===== src/rtl/onehot_guard_pkg.sv =====
package onehot_guard_pkg;

   typedef struct packed {
      logic none;
      logic one;
   } ohg_pair_t;

   // number of tree levels needed to reduce w bits in groups of g
   function automatic int ohg_levels(input int w, input int g);
      int n;
      int l;
      n = w;
      l = 0;
      while (n > 1) begin
         n = n / g;
         l = l + 1;
      end
      return l;
   endfunction

   // true when w is g raised to a whole power of at least one
   function automatic bit ohg_is_power(input int w, input int g);
      int n;
      if (g < 2 || w < g) return 1'b0;
      n = w;
      while (n > 1) begin
         if ((n % g) != 0) return 1'b0;
         n = n / g;
      end
      return 1'b1;
   endfunction

   // node count at tree level k (level 0 = leaves)
   function automatic int ohg_nodes(input int w, input int g, input int k);
      int n;
      n = w;
      for (int i = 0; i <= k; i++) n = n / g;
      return n;
   endfunction

   // first index of level k in the flat node array
   function automatic int ohg_offset(input int w, input int g, input int k);
      int s;
      s = 0;
      for (int i = 0; i < k; i++) s = s + ohg_nodes(w, g, i);
      return s;
   endfunction

   function automatic int ohg_total(input int w, input int g);
      return ohg_offset(w, g, ohg_levels(w, g));
   endfunction

endpackage


===== src/rtl/onehot_leaf.sv =====
module onehot_leaf
   import onehot_guard_pkg::*;
#(
   parameter int GROUP_W = 4
) (
   input  logic [GROUP_W-1:0] bits,
   output ohg_pair_t          pair_o
);

   always_comb begin
      logic acc_none;
      logic acc_one;
      acc_none = 1'b1;
      acc_one  = 1'b0;
      for (int i = 0; i < GROUP_W; i++) begin
         acc_one  = (acc_one & ~bits[i]) | (acc_none & bits[i]);
         acc_none = acc_none & ~bits[i];
      end
      pair_o.none = acc_none;
      pair_o.one  = acc_one;
   end

endmodule


===== src/rtl/onehot_merge.sv =====
module onehot_merge
   import onehot_guard_pkg::*;
#(
   parameter int GROUP_W = 4
) (
   input  ohg_pair_t [GROUP_W-1:0] kids,
   output ohg_pair_t               pair_o
);

   always_comb begin
      logic acc_none;
      logic acc_one;
      acc_none = 1'b1;
      acc_one  = 1'b0;
      for (int i = 0; i < GROUP_W; i++) begin
         acc_one  = (acc_one & kids[i].none) | (acc_none & kids[i].one);
         acc_none = acc_none & kids[i].none;
      end
      pair_o.none = acc_none;
      pair_o.one  = acc_one;
   end

endmodule


===== src/rtl/onehot_guard.sv =====
module onehot_guard
   import onehot_guard_pkg::*;
#(
   parameter int STATE_W      = 16,
   parameter int GROUP_W      = 4,
   parameter bit REGISTER_OUT = 1'b1
) (
   input  logic               clk,
   input  logic               rst_n,
   input  logic [STATE_W-1:0] state_vec,
   output logic               illegal_now,
   output logic               illegal_q
);

   localparam int LEVELS = ohg_levels(STATE_W, GROUP_W);
   localparam int LEAVES = STATE_W / GROUP_W;
   localparam int TOTAL  = ohg_total(STATE_W, GROUP_W);

   // elaboration-time parameter checks
   if (GROUP_W < 2) begin : g_bad_group
      $error("onehot_guard: GROUP_W must be at least 2");
   end
   if (!ohg_is_power(STATE_W, GROUP_W)) begin : g_bad_width
      $error("onehot_guard: STATE_W must be a whole power of GROUP_W");
   end

   ohg_pair_t node [TOTAL];

   for (genvar i = 0; i < LEAVES; i++) begin : g_leaf
      onehot_leaf #(.GROUP_W(GROUP_W)) u_leaf (
         .bits   (state_vec[i*GROUP_W +: GROUP_W]),
         .pair_o (node[i])
      );
   end

   for (genvar k = 1; k < LEVELS; k++) begin : g_level
      localparam int CNT  = ohg_nodes(STATE_W, GROUP_W, k);
      localparam int OFF  = ohg_offset(STATE_W, GROUP_W, k);
      localparam int COFF = ohg_offset(STATE_W, GROUP_W, k - 1);
      for (genvar n = 0; n < CNT; n++) begin : g_node
         ohg_pair_t [GROUP_W-1:0] kids_w;
         for (genvar c = 0; c < GROUP_W; c++) begin : g_kid
            assign kids_w[c] = node[COFF + n*GROUP_W + c];
         end
         onehot_merge #(.GROUP_W(GROUP_W)) u_merge (
            .kids   (kids_w),
            .pair_o (node[OFF + n])
         );
      end
   end

   ohg_pair_t root;
   assign root        = node[TOTAL-1];
   assign illegal_now = ~root.one;

   if (REGISTER_OUT) begin : g_reg
      logic flag_q;
      always_ff @(posedge clk) begin
         if (!rst_n) flag_q <= 1'b0;
         else        flag_q <= illegal_now;
      end
      assign illegal_q = flag_q;

      assert_reg_follows_R5: assert property (@(posedge clk) disable iff (!rst_n)
         illegal_now |=> illegal_q);
      assert_reg_follows_low_R5: assert property (@(posedge clk) disable iff (!rst_n)
         !illegal_now |=> !illegal_q);
   end else begin : g_pass
      assign illegal_q = illegal_now;

      assert_pass_equal_R7: assert property (@(posedge clk) disable iff (!rst_n)
         illegal_q == illegal_now);
   end

   assert_zero_flagged_R1: assert property (@(posedge clk) disable iff (!rst_n)
      (state_vec == '0) |-> illegal_now);
   assert_single_clear_R2: assert property (@(posedge clk) disable iff (!rst_n)
      ($countones(state_vec) == 1) |-> !illegal_now);
   assert_multi_flagged_R3: assert property (@(posedge clk) disable iff (!rst_n)
      ($countones(state_vec) > 1) |-> illegal_now);
   assert_root_exclusive_R3: assert property (@(posedge clk) disable iff (!rst_n)
      !(root.none && root.one));

endmodule


===== config.mk =====
export PLATFORM = sky130hd
export DESIGN_NAME = onehot_guard
export DESIGN_NICKNAME = d
export VERILOG_FILES = /design/src/rtl/onehot_guard_pkg.sv /design/src/rtl/onehot_leaf.sv /design/src/rtl/onehot_merge.sv /design/src/rtl/onehot_guard.sv
export SDC_FILE = /design/constraint.sdc
export NUM_CORES = 1
export LEC_CHECK = 0
export ABC_AREA = 1
export BUFFER_PORTS_ARGS = -buffer_cell sky130_fd_sc_hd__buf_2
export CORE_AREA = 5 5 42 44
export DETAILED_ROUTE_END_ITERATION = 10
export DIE_AREA = 0 0 47 49
export RECOVER_POWER = 50
export REMOVE_ABC_BUFFERS = 1
export SYNTH_ARGS = -nofsm -noshare
export SYNTH_HDL_FRONTEND = slang
export SYNTH_SLANG_ARGS = --single-unit

===== constraint.sdc =====
create_clock -name clk -period 1.2 [get_ports clk]
set_clock_uncertainty 0.15 [all_clocks]
set_input_delay 0.06 -clock clk [delete_from_list [all_inputs] [get_ports clk]]
set_output_delay 0.06 -clock clk [all_outputs]
set_load 0.02 [all_outputs]

==> results.toml <==
[run_status]
outcome = "finished, violations left"
violations = "setup timing"

[power_and_ir_drop]
p_leak_nw = 0.321
cellPowerDensity_nw_per_um2 = 314
vdd_ir_drop_max_mv = 0.143

[routing]
drt_pass1_iterations = 2
vias = 420
drtAntennaViolNets = 0
routed_via_density = 4.38
wl_per_cell_um = 8.46
drtIter0Drc = 1
drc = 0
drt-total-wl_um = 812

[sta]
report.final.slew_viol_count = 0
slew_headroom_pct = 80.7
timing.fmax_mhz = 811
fin_crit_ps = 1230
fin_crit_sh_pct = 103
finalSetupViolations = 1
final-hold-violation-count = 0
rsz0062_at_grt = "yes"
setup_ws_ps = -33.0
worst_pin_slew_ps = 289
hold-worst-slack_ps = 133

[floorplanning]
io_pins = 20
initial_utilization_pct = 22.0
dieArea_um2 = 2300
core_area_um2 = 1400
fp.dieH_um = 49
rows = 14
die_x_um = 47

[final_layout]
antenna_cells = 0
fin_nets = 104
final_util_pct = 41.6
largest_register_ffs = 1
layout-drive-gt1-share_pct = 61.3
area_growth_pct = 89.4

[hold_path]
min_to = "illegal_q"
min-delay-start = "rst_n"
hold-path-cell-count = 3
hold_path.class = "in -> reg"

[synthesis]
synth_edf_count = 0
synth_top_cell_area_share_pct = 24.4
syn_area_um2 = 308
synth_seq_cells = 1
syn_inst = 60
synth.most_common_cell = "nand2_1"
yosys_warnings = 0
synth_common_cells = "nand2_1 (20), inv_1 (14), nand3_1 (5)"
ys.flop_type = "dfxtp_1"
synth_area_leaders = "nand2_1 (24%), inv_1 (17%), ha_1 (16%), nand3_1 (8.1%), nor2_2 (8.1%)"
synth_area_leader_cell = "nand2_1"
synth_area_per_cell_um2 = 5.13
synth_cell_types = 12
ys_seq_area_share_pct = 6.50
postSynth.asyncResetShare_pct = 0

[global_route]
grtUsageTotal_pct = 6.67
grt.overflow.total = 0
grt_pass1_wl_mm = 1.30
grt_pass1_vias = 392
grt_max_degree = 4
antenna_found_initial = 0

[placed_design]
port_buffers = 19
dp_hpwl_um = 609
dp_worst_setup_slack_ps = -155
gp_congestion = 0.694

[critical_path]
path_max_fanout = 2
arrival_ps = 1020
crit_path_start_kind = "primary input"
critPathKind = "in -> out"
crit_path_end_kind = "output port"
crit_required_ps = 990

[clock_tree]
clk_pin_slew_ps = 0

[run]
cap_violations = 0
[per-layer routing]
layer  global-route usage [%]  share of wire (%)  vias to the layer above
li1                         -                  -                      218
met1                     8.70                 37                      190
met2                     12.4                 57                       12
met3                        0                6.2                        0
met4                        0                  0                        0
met5                        0                  0                        -
[worst max path at each step]
stage          cells after the start     endpoint         start  slack [ps]
2_1_floorplan                      9  illegal_now  state_vec[0]         -30
3_3_place_gp                       9  illegal_now  state_vec[0]        -120
3_5_place_dp                       9  illegal_now  state_vec[4]        -160
4_1_cts                            9  illegal_now  state_vec[5]        -100
5_1_grt                           11  illegal_now  state_vec[4]        -110
6_report                          11  illegal_now  state_vec[0]         -30
[power breakdown]
part	total, mW	switching, mW	internal, mW
Combinational	0.147	0.0758	0.0712
Clock	0	0	0
Sequential	0.0361	0.000334	0.0357
[final cells by class]
type                       count  area (µm²)
sequential                     1        20.0
multi-input combinational     42         337
fill                         160         818
inverter                      17        73.8
timing repair buffer          20         133
tap                           16        20.0
[worst max-delay path: stages]
cell     delay [ps]
buf_6           100
inv_4            50
ha_4            190
nand2_2          50
nand3_2          60
nand3_2          70
nand2_1          50
nand2_1          60
nand2_2          60
a21oi_2         140
buf_6           130
[cell families after synthesis]
kind of cell	after synthesis	synth area share [%]
and+or+nand+nor	35	51.6
buffers and inverters	17	20.7
DFF	1	6.50
adders and majority gates	4	16.3
AOI/OAI and AO/OA	3	4.88
[cells in the final DEF (no fill, tap or decap), drive strengths merged]
cell    instances
nand2          22
nor4            1
clkbuf          1
nand3b          1
inv            17
dfxtp           1
nor2            6
a21oi           3
ha              4
nand3           5
buf            19
[metrics by stage]
step	power (mW)	area (µm²)	instances	setup TNS, ps
global placement	0.129	423	95	-127
global route	0.201	583	96	-179
CTS	0.160	509	95	-95.7
floorplan	0.0903	308	60	-31.7
detailed placement	0.132	423	95	-186
finish	0.183	583	96	-33.0
[repair_timing]
action | 4_1_cts | 5_1_grt
pin swaps | 8 | 15
gates resized for setup | 21 | 18
endpoints found under the setup margin | 2 | 2
gates cloned | 0 | 0
setup buffers | 0 | 1
hold buffers | 0 | 0
No activity file was read; power rests on OpenSTA's default activity.
